<file path="src/rtl/mtx_pkg.sv">
package mtx_pkg;
  typedef struct packed {
    logic forced;
    logic even;
    logic en;
  } par_field_t;

  localparam logic [2:0] PAR_FORCED_ZERO = 3'b111;
endpackage

</file>
<file path="src/rtl/mtx_hold.sv">
module mtx_hold #(
  parameter int DATA_W = 8
) (
  input  logic              clk_i,
  input  logic              rst_ni,
  input  logic              wr_i,
  input  logic [DATA_W-1:0] data_i,
  input  logic              addr_set_i,
  input  logic              feat_en_i,
  input  logic              nine_ok_i,
  input  logic              take_i,
  output logic              valid_o,
  output logic [DATA_W-1:0] data_o,
  output logic              addr_o,
  output logic              flag_o
);
  logic flag_q;
  logic set_en;

  assign set_en = addr_set_i & feat_en_i;

  always_ff @(posedge clk_i or negedge rst_ni) begin
    if (!rst_ni) begin
      flag_q  <= 1'b0;
      valid_o <= 1'b0;
      data_o  <= '0;
      addr_o  <= 1'b0;
    end else begin
      if (wr_i) begin
        // write consumes current flag; a same-cycle set re-arms it
        data_o  <= data_i;
        addr_o  <= flag_q & feat_en_i & nine_ok_i;
        valid_o <= 1'b1;
        flag_q  <= set_en;
      end else begin
        if (take_i) valid_o <= 1'b0;
        if (set_en) flag_q <= 1'b1;
      end
    end
  end

  assign flag_o = flag_q;
endmodule

</file>
<file path="src/rtl/mtx_baud.sv">
module mtx_baud #(
  parameter int TICKS = 16
) (
  input  logic clk_i,
  input  logic rst_ni,
  input  logic tick_i,
  input  logic load_i,
  input  logic busy_i,
  output logic bit_end_o
);
  localparam int CNT_W = (TICKS > 1) ? $clog2(TICKS) : 1;
  localparam logic [CNT_W-1:0] LAST = CNT_W'(TICKS - 1);

  logic [CNT_W-1:0] cnt_q;

  always_ff @(posedge clk_i or negedge rst_ni) begin
    if (!rst_ni) begin
      cnt_q <= '0;
    end else if (load_i) begin
      cnt_q <= '0;
    end else if (busy_i && tick_i) begin
      cnt_q <= (cnt_q == LAST) ? '0 : cnt_q + 1'b1;
    end
  end

  assign bit_end_o = busy_i & tick_i & (cnt_q == LAST);
endmodule

</file>
<file path="src/rtl/mtx_shift.sv">
module mtx_shift #(
  parameter int DATA_W   = 8,
  parameter int MAX_STOP = 2
) (
  input  logic              clk_i,
  input  logic              rst_ni,
  input  logic              load_i,
  input  logic [DATA_W-1:0] data_i,
  input  logic              has9_i,
  input  logic              ninth_i,
  input  logic              stop2_i,
  input  logic              bit_end_i,
  output logic              busy_o,
  output logic              free_o,
  output logic              txd_o
);
  localparam int FRAME_W = DATA_W + 2 + MAX_STOP;
  localparam int CNT_W   = $clog2(FRAME_W + 1);

  logic [FRAME_W-1:0] frame_q, frame_d;
  logic [CNT_W-1:0]   left_q, len_d;
  logic               busy_q, last;

  always_comb begin
    frame_d             = '1;
    frame_d[0]          = 1'b0;
    frame_d[DATA_W:1]   = data_i;
    if (has9_i) frame_d[DATA_W+1] = ninth_i;
    len_d = CNT_W'(DATA_W + 2) + CNT_W'(has9_i) + CNT_W'(stop2_i);
  end

  assign last   = (left_q == CNT_W'(1));
  assign free_o = ~busy_q | (bit_end_i & last);

  always_ff @(posedge clk_i or negedge rst_ni) begin
    if (!rst_ni) begin
      frame_q <= '1;
      left_q  <= '0;
      busy_q  <= 1'b0;
    end else if (load_i) begin
      frame_q <= frame_d;
      left_q  <= len_d;
      busy_q  <= 1'b1;
    end else if (busy_q && bit_end_i) begin
      frame_q <= {1'b1, frame_q[FRAME_W-1:1]};
      left_q  <= left_q - 1'b1;
      if (last) busy_q <= 1'b0;
    end
  end

  assign busy_o = busy_q;
  assign txd_o  = busy_q ? frame_q[0] : 1'b1;
endmodule

</file>
<file path="src/rtl/mdrop_uart_tx.sv">
module mdrop_uart_tx
  import mtx_pkg::*;
#(
  parameter int DATA_W   = 8,
  parameter int TICKS    = 16,
  parameter int MAX_STOP = 2
) (
  input  logic              clk_i,
  input  logic              rst_ni,
  input  logic              thr_wr_i,
  input  logic [DATA_W-1:0] thr_data_i,
  input  logic [2:0]        par_field_i,
  input  logic              stop2_i,
  input  logic              tick16_i,
  input  logic              feat_en_i,
  input  logic              nine_en_i,
  input  logic              addr_set_i,
  input  logic              tx_dis_i,
  output logic              txd_o
);
  par_field_t        pf;
  logic              nine_ok, dis_eff;
  logic              hold_valid, hold_addr, flag;
  logic [DATA_W-1:0] hold_data;
  logic              busy, free, load, bit_end;
  logic              par_bit, ninth;

  assign pf      = par_field_t'(par_field_i);
  assign nine_ok = nine_en_i & (par_field_i == PAR_FORCED_ZERO);
  assign dis_eff = feat_en_i & tx_dis_i;
  assign load    = hold_valid & free & ~dis_eff & tick16_i;

  always_comb begin
    if (pf.forced)    par_bit = ~pf.even;
    else if (pf.even) par_bit = ^hold_data;
    else              par_bit = ~(^hold_data);
  end

  assign ninth = par_bit | hold_addr;

  mtx_hold #(.DATA_W(DATA_W)) u_hold (
    .clk_i      (clk_i),
    .rst_ni     (rst_ni),
    .wr_i       (thr_wr_i),
    .data_i     (thr_data_i),
    .addr_set_i (addr_set_i),
    .feat_en_i  (feat_en_i),
    .nine_ok_i  (nine_ok),
    .take_i     (load),
    .valid_o    (hold_valid),
    .data_o     (hold_data),
    .addr_o     (hold_addr),
    .flag_o     (flag)
  );

  mtx_baud #(.TICKS(TICKS)) u_baud (
    .clk_i     (clk_i),
    .rst_ni    (rst_ni),
    .tick_i    (tick16_i),
    .load_i    (load),
    .busy_i    (busy),
    .bit_end_o (bit_end)
  );

  mtx_shift #(.DATA_W(DATA_W), .MAX_STOP(MAX_STOP)) u_shift (
    .clk_i     (clk_i),
    .rst_ni    (rst_ni),
    .load_i    (load),
    .data_i    (hold_data),
    .has9_i    (pf.en),
    .ninth_i   (ninth),
    .stop2_i   (stop2_i),
    .bit_end_i (bit_end),
    .busy_o    (busy),
    .free_o    (free),
    .txd_o     (txd_o)
  );
endmodule

</file>
<file path="config.mk">
export PLATFORM = sky130hd
export DESIGN_NAME = mdrop_uart_tx
export DESIGN_NICKNAME = d
export VERILOG_FILES = /design/src/rtl/mtx_pkg.sv /design/src/rtl/mtx_hold.sv /design/src/rtl/mtx_baud.sv /design/src/rtl/mtx_shift.sv /design/src/rtl/mdrop_uart_tx.sv
export SDC_FILE = /design/constraint.sdc
export NUM_CORES = 1
export LEC_CHECK = 0
export BUFFER_PORTS_ARGS = -buffer_cell sky130_fd_sc_hd__buf_2
export CAP_MARGIN = 20
export CORE_MARGIN = 5
export CORE_UTILIZATION = 56
export CTS_CLUSTER_SIZE = 10
export DETAILED_ROUTE_END_ITERATION = 8
export PLACE_DENSITY = 0.79
export SETUP_SLACK_MARGIN = 0.15
export SLEW_MARGIN = 30
export SYNTH_ARGS = -nofsm -noshare
export SYNTH_HDL_FRONTEND = slang
export SYNTH_SLANG_ARGS = --single-unit
</file>
<file path="constraint.sdc">
create_clock -name clk_i -period 2.2 [get_ports clk_i]
set_input_delay 0.66 -clock clk_i [delete_from_list [all_inputs] [get_ports clk_i]]
set_output_delay 0.66 -clock clk_i [all_outputs]
set_load 0.03 [all_outputs]
</file>
; ---- After elaboration in Yosys (flattened, before gate mapping)
; Cells that the tools add are included.
[word_totals]
reg_bits = 32
word_cells = 59
in_bits = 20
[classes]
n_eq_ne = 3
bitwise = 17
add_sub_neg = 4
reduce_logical = 9
muxes = 18
[ops]
columns = cell, count
row1 = $mux 12, 2
row2 = $mux 4, 5
row3 = $and 1x1->1, 11
row4 = $mux 1, 11
row5 = $reduce_bool 2->1, 5
row6 = $reduce_xor 8->1, 1
row7 = $add 4x1->4, 1
row8 = $add 4x1->4 const A, 1
row9 = $add 4x1->4 const B, 1
row10 = $eq 4x1->1 const B, 1
row11 = $eq 4x4->1 const B, 1
row12 = $not 1->1, 4
row13 = $sub 4x1->4 const B, 1
row14 = $eq 3x3->1 const B, 1
row15 = $logic_and 1x1->1, 2
row16 = $or 1x1->1, 2
row17 = $reduce_and 2->1, 1

; ---- Longest topological paths before layout
; Gate-level depths: netlist (run 1).
[depth]
ltp_word = 9
mapped_depth = 8

; ---- Modules after synthesis
; From an unflattened synthesis (run 1), not the netlist that was laid out.
[hier_totals]
hier_cells = 136
area_unflattened_um2 = 1490.2
[by_module_without_submodules]
columns = module, n_inst, cells_each, area_each_um2
row1 = mtx_shift, 1, 72, 748.2
row2 = mtx_hold, 1, 28, 439.2
row3 = mtx_baud, 1, 23, 203.9
row4 = mdrop_uart_tx, 1, 13, 98.8

; ---- Worst setup path after synthesis (run 1)
; Ideal clock, no wire load.
[synth_timing]
path_type = input-to-reg
startpoint = input tick16_i
endpoint = register u_hold.valid_o
path_buffers = 1
t_arrival_ns = 1.592
stages = 5
path_slack_ns = 0.489
required_ns = 2.081
setup_time_ns = 0.119
cell_sequence = buf_2 nand2_1 o41ai_4 nand2_1 a21o_2
[synth_between]
elab_chain_cells = 8
[synth_lines]
columns = item, line_no
row1 = "start, declared", mdrop_uart_tx.sv:14  ; input logic tick16_i,
row2 = $and 1x1->1 (2 in series), mtx_baud.sv:26  ; assign bit_end_o = busy_i & tick_i & (cnt_q == LAST);
row3 = $and 1x1->1, mtx_shift.sv:33  ; assign free_o = ~busy_q | (bit_end_i & last);
row4 = $or 1x1->1, mtx_shift.sv:33
row5 = $and 1x1->1 (2 in series), mdrop_uart_tx.sv:31  ; assign load = hold_valid & free & ~dis_eff & tick16_i;
row6 = $and 1x1->1 (*), mdrop_uart_tx.sv:31
row7 = $reduce_bool 2->1 (no line) (*), --
row8 = "end signal, assigned", mtx_hold.sv:25  ; valid_o <= 1'b0;
row9 = "end signal, assigned", mtx_hold.sv:33  ; valid_o <= 1'b1;
row10 = "end signal, assigned", mtx_hold.sv:36  ; if (take_i) valid_o <= 1'b0;
row11 = "end, declared", mtx_hold.sv:12  ; output logic valid_o,
; Every way passes the cells marked *; elsewhere a longest branch is shown, timed or not.
; A chain may end at the register's enable or synchronous reset.

; ---- Worst setup path in the final report (run 1)
[layout_timing]
startpoint = register u_shift.busy_q, in the netlist u_shift.busy_o
endpoint = output txd_o
[layout_between]
elab_chain_cells = 1
[layout_lines]
columns = item, line_no
row1 = "start, declared", mtx_shift.sv:22  ; logic busy_q, last;
row2 = "start signal, assigned", mtx_shift.sv:39  ; busy_q <= 1'b0;
row3 = "start signal, assigned", mtx_shift.sv:43  ; busy_q <= 1'b1;
row4 = "start signal, assigned", mtx_shift.sv:47  ; if (last) busy_q <= 1'b0;
row5 = $mux 1, mtx_shift.sv:52  ; assign txd_o = busy_q ? frame_q[0] : 1'b1;
row6 = "end, declared", mdrop_uart_tx.sv:19  ; output logic txd_o
; Every way passes these cells.

==> results of run 1 <==
## path summary, 6_finish.rpt
| path | to | cells past startpoint | from |
|---|---|---|---|
| hold reg to reg | u_hold.addr_o | 2 | u_hold.addr_o |
| max in group asynchronous | u_hold.data_o[5] | 1 | rst_ni |
| setup reg to reg | u_hold.valid_o | 5 | u_baud.cnt_q[0] |
| setup / recovery | txd_o | 2 | u_shift.busy_o |
| hold / removal | u_shift.busy_o | 1 | rst_ni |
| min in group clk_i | u_hold.addr_o | 2 | u_hold.addr_o |
## registers in the layout, indices dropped and copies added, names as in the netlist
signal / flops
u_shift.frame_q: 10
u_hold.valid_o: 1
u_shift.left_q: 4
u_hold.flag_o: 1
u_baud.cnt_q: 4
u_hold.data_o: 8
u_shift.busy_o: 1
u_hold.addr_o: 1
## final cells by class
cell class,count,area [sq um],area share [%]
tap,31,38.8,2.27
clock buffer,7,55.1,3.22
inverter,4,15.0,0.879
multi-input combinational,104,723,42.3
clock inverter,1,5.00,0.293
sequential,30,763,44.7
timing repair buffer,21,108,6.30
## metal layers
metal / up-vias / share of wire (%)
met4: 0 / 1.7
met5: - / 0
met3: 5 / 4.4
li1: 538 / -
met1: 504 / 46
met2: 21 / 48
## cells in the final DEF (no fill, tap or decap), drive strengths merged, types with 6 or more instances in the layout
cell,n
nand2,22
buf,21
dfrtp,20
o21ai,13
mux2i,10
dfstp,10
xnor2,9
mux2,8
clkbuf,7
a21oi,6
nor2,6
nand3,6
## kinds of logic after synthesis
logic type                 share of synthesized area [%]
buffers and inverters                               3.96
xor gates and xnor gates                            6.79
adders and majority gates                           3.23
muxes                                               12.3
DFF                                                 49.3
and+or+nand+nor                                     15.4
AOI/OAI and AO/OA                                   8.97
## metrics by stage
step,area [sq um],std cells
2_1_floorplan,1550,144
3_3_place_gp,1650,190
3_5_place_dp,1650,190
4_1_cts,1710,198
5_1_grt,1710,198
6_report,1710,198
## power breakdown
part	internal, uW	total (uW)	switching, uW
Combinational	224	449	225
Clock	155	339	184
Sequential	780	931	151
Total	1160	1720	560
==> flow_summary.ini, run 1 <==
[status]
status = finished, final reports clean

[logic_synthesis]
synth_area_sq_um = 1550
synth.distinct_cells = 30
ys_warn_count = 0
synth.most_common_cell = nand2_1
synth_ff_type = dfrtp_1
synthArstFlopShare_pct = 100
yosysTopAreaCell = dfrtp_1
ys_ff_latch = 30
syn_area_per_cell_sq_um = 10.7
ys_seq_area_share_pct = 49.3
syn-num-nets = 168
synth_area_leaders = dfrtp_1 32%, dfstp_2 17%, mux2i_1 6.5%, mux2_2 5.8%, nand2_1 5.3%
synthTopCellsByCount = 22 x nand2_1, 20 x dfrtp_1, 13 x o21ai_0
synth-edff-count = 0
synthCells = 144
yosysTopAreaCellShare_pct = 32.3

[global_route]
grt_pass1_vias = 1023
met2_usage_pct = 23.2
grt_pass1_wl_mm = 4.65
gr-usage-all-layers_pct = 14.9
antenna_found_initial = 0
grt_max_degree = 31
gr-max-usage-layer = met2
grt_util_met3_pct = 4.14
use_met1_pct = 19.6
overflow = 0

[sta]
finalSetupTns_ns = 0
rsz0062_at_grt = false
drv_slew = 0
clock.fmax_mhz = 557
fin_crit_sh_pct = 81.7
worstMarginPinSlew_ns = 0.643
skew_ns = 0.00703
finalWorstSetupSlack_ns = 0.404
holdWs_ns = 0.354
hold_viol_final = 0
slew_headroom_pct = 57.1
period_minus_slack_ns = 1.80
setup_viol = 0

[setup_path]
start_kind = flop
slowest_stage = dfrtp_1
endpoint_kind = output port
crit_family = flip-flops
cp_max_fo = 10
required_ns = 1.54
crit_chain = nand2b_1, buf_2
slowest_delay_ns = 0.51
path_buf_inv = 1
arrival_ns = 1.14
regToRegSetupSlack_ns = 0.41
worstSetupPathType = flop to output port

[finish]
antenna_cells = 0
drive_above_1_share_pct = 30.5
fin_nets = 190
finish.utilization_pct = 63.0
fillerInstances = 219
area_growth_pct = 10.3

[routing]
num_vias = 1068
vias_per_cell = 5.39
drtPass1Iterations = 4
routedWlPerCell_um = 13.8
wirelength_mm = 2.73
drtAntennaViolNets = 0
route.detailed.drc = 0
drt_iter0_drc = 39

[floorplan]
rows = 19
core_area_sq_um = 2710
die_x_um = 62.6
die_h_um = 62.6
dieArea_sq_um = 3920
initial_utilization_pct = 57.1
pin_count = 21

[clocking]
postCtsSetupRepairBufs = 0
cts-root-buf = clkbuf_4
cts_sinks = 30
cts_resized = 0
clk_latency_ns = 0.32
cts_tree = built
ctsHoldBuffers = 0
cts_max_path_buffers = 2
htreeDepth = 2
path_clk_slew_ns = 0.09
cts-buffers-inserted = 5

[pwr]
finalPower_uw = 1720
irDropWorstVdd_uv = 615
powerDensity_nw_per_um2 = 1010
leakage_uw = 0.000716

[place]
place_hpwl_mm = 2.03
routabilityCongestion = 0.795
place_ws_ns = 0.343
port-buffer-count = 20

[worst_hold_path]
hold_path.class = primary input to asynchronous set/reset pin

[run]
drv_cap = 0
No activity file was read; power rests on OpenSTA's default activity.
==> run 2, diff against run 1 <==
==> constraint.sdc (replaced) <==
create_clock -name clk_i -period 1.8 [get_ports clk_i]
set_input_delay 0.54 -clock clk_i [delete_from_list [all_inputs] [get_ports clk_i]]
set_output_delay 0.54 -clock clk_i [all_outputs]
set_load 0.03 [all_outputs]
==> flow_summary.ini, run 2 (same netlist as run 1, synthesis figures left out) <==
[clocking]
path_clk_slew_ns = 0.10
ctsHoldBuffers = 0
cts-buffers-inserted = 5
cts_max_path_buffers = 2
cts-root-buf = clkbuf_4
cts_sinks = 30
htreeDepth = 2
clk_latency_ns = 0.34
cts_tree = built

[routing]
drtAntennaViolNets = 0
top_layer = met4
vias_per_cell = 5.66
drtPass1Iterations = 4
wirelength_mm = 3.43
drt-met1-wl_mm = 1.41
num_vias = 1223
wl_met2_mm = 1.76
routedWlPerCell_um = 15.9
route.detailed.drc = 0
wl_met3_um = 195
drt_iter0_drc = 51

[setup_path]
cp_max_fo = 6
start_kind = flop
r2r-end = u_shift.frame_q[9]
rr_worst_depth = 8
slowest_delay_ns = 0.43
worstSetupPathType = flop to flop
arrival_ns = 1.96
endpoint_kind = flop
crit_chain = ha_4, nand3_4, o41ai_4, buf_4, buf_4, nand3_1, mux2i_1, nor3_2
regToRegSetupSlack_ns = 0.1
reg2reg_from = u_baud.cnt_q[1]
slowest_stage = dfrtp_1
required_ns = 2.06
cp_common_cell = buf_4

[global_route]
overflow = 0
antenna_found_initial = 0
grt_pass1_vias = 1181
grt_max_degree = 31
grt_pass1_wl_mm = 5.36
gr-usage-all-layers_pct = 17.1

[place]
place_area_sq_um = 1660
routabilityCongestion = 0.813
port-buffer-count = 20
place_hpwl_mm = 2.08
place_ws_ns = -0.00837

[pwr]
pwr-share-seq_pct = 43.4
powerDensity_nw_per_um2 = 1340
irDropWorstVdd_uv = 1300
p_sw_uw = 798
p_int_uw = 1840
swShare_pct = 30.2
p_clk_share_pct = 27.1
combPwrFrac_pct = 29.5
leakage_uw = 0.000843

[floorplan]
rows = 19
initial_utilization_pct = 57.1
core_area_sq_um = 2710
dieArea_sq_um = 3920
die_h_um = 62.6
die_x_um = 62.6
pin_count = 21

[sta]
clock.fmax_mhz = 587
period_minus_slack_ns = 1.70
worstMarginPinSlew_ns = 0.662
drv_slew = 0
finalWorstSetupSlack_ns = 0.0955
fin_crit_sh_pct = 94.7
rsz0062_at_grt = true
setup_viol = 0
hold_viol_final = 0
skew_ns = 0.00843
slew_headroom_pct = 55.8

[status]
status = finished, final reports clean

[finish]
antenna_cells = 0
top_regs = u_shift.frame_q: 10 flops, u_hold.data_o: 8 flops
multi_input_area_sq_um = 812
fin_nets = 208
top_register = u_shift.frame_q
area_growth_pct = 27.2
drive_above_1_share_pct = 44.9
register_area_sq_um = 764
fillerInstances = 199
finalInstanceArea_sq_um = 1970
final_cell_mix = 19 x buf_2, 19 x dfrtp_1, 18 x nand2_1, 16 x buf_4
largest_reg_flops = 10

[worst_hold_path]
hold_path.class = primary input to asynchronous set/reset pin

[run]
drv_cap = 0
-- run 2: timing repair --
| action | in CTS | in global routing |
|---|---|---|
| cloned | 1 | 2 |
| buffers inserted | 5 | 9 |
| setup endpoints to repair | 17 | 16 |
| resized for setup | 7 | 16 |
| pin swaps | 3 | 9 |
-- run 2: cell type report --
class,count,area share (%)
clock buffers,6,2.61
well taps,31,1.97
multi-input cells,107,41.3
repair buffers,36,11.5
inverters,4,0.763
clock inverters,2,3.05
flip-flops and latches,30,38.8
-- run 2: per-stage QoR --
step                utilization [%]  TNS [ns]  cells  hold slack [ns]  power (uW)
global route                   72.6         0    216            0.270        2810
finish                         72.6         0    216            0.222        2640
global placement               61.1         0    191            0.508        1650
CTS                            67.7         0    205            0.229        2500
detailed placement             61.1  -0.00837    191            0.512        1700
floorplan                         -         0    144            0.244        1530
-- run 2: critical path: cells and delay by family, from the launching register on --
kind,cells,cell delay (ns)
flops,1,0.43
compound gates,1,0.32
buf+inv,2,0.32
simple gates,3,0.20
mux,1,0.19
fa+ha+maj,1,0.17
-- run 2: how the worst max path moves through the flow --
stage	cells past startpoint	slack [ns]	to	from
final	8	0.1	u_shift.frame_q[9]	u_baud.cnt_q[1]
after global routing	8	0.04	u_shift.frame_q[9]	u_baud.cnt_q[1]
after CTS	2	0.12	txd_o	u_shift.frame_q[0]
after detailed placement	6	-0.008	u_shift.frame_q[9]	u_baud.cnt_q[0]
after global placement	6	0.12	u_shift.frame_q[9]	tick16_i
after floorplan	5	0.21	u_hold.valid_o	tick16_i
-- run 2: layer usage --
metal  track usage [%]  vias to the layer above
li1                  -                      577
met1              20.6                      601
met2              28.5                       38
met3              4.86                        7
met4              7.43                        0
met5                 0                        -
-- run 2: power groups by stage --
stage	combinational, uW	sequential [uW]	clock [uW]
final	778	1150	715
after global routing	868	1170	770
after CTS	647	1120	728
after detailed placement	551	1150	0
after global placement	520	1130	0
after floorplan	430	1090	0
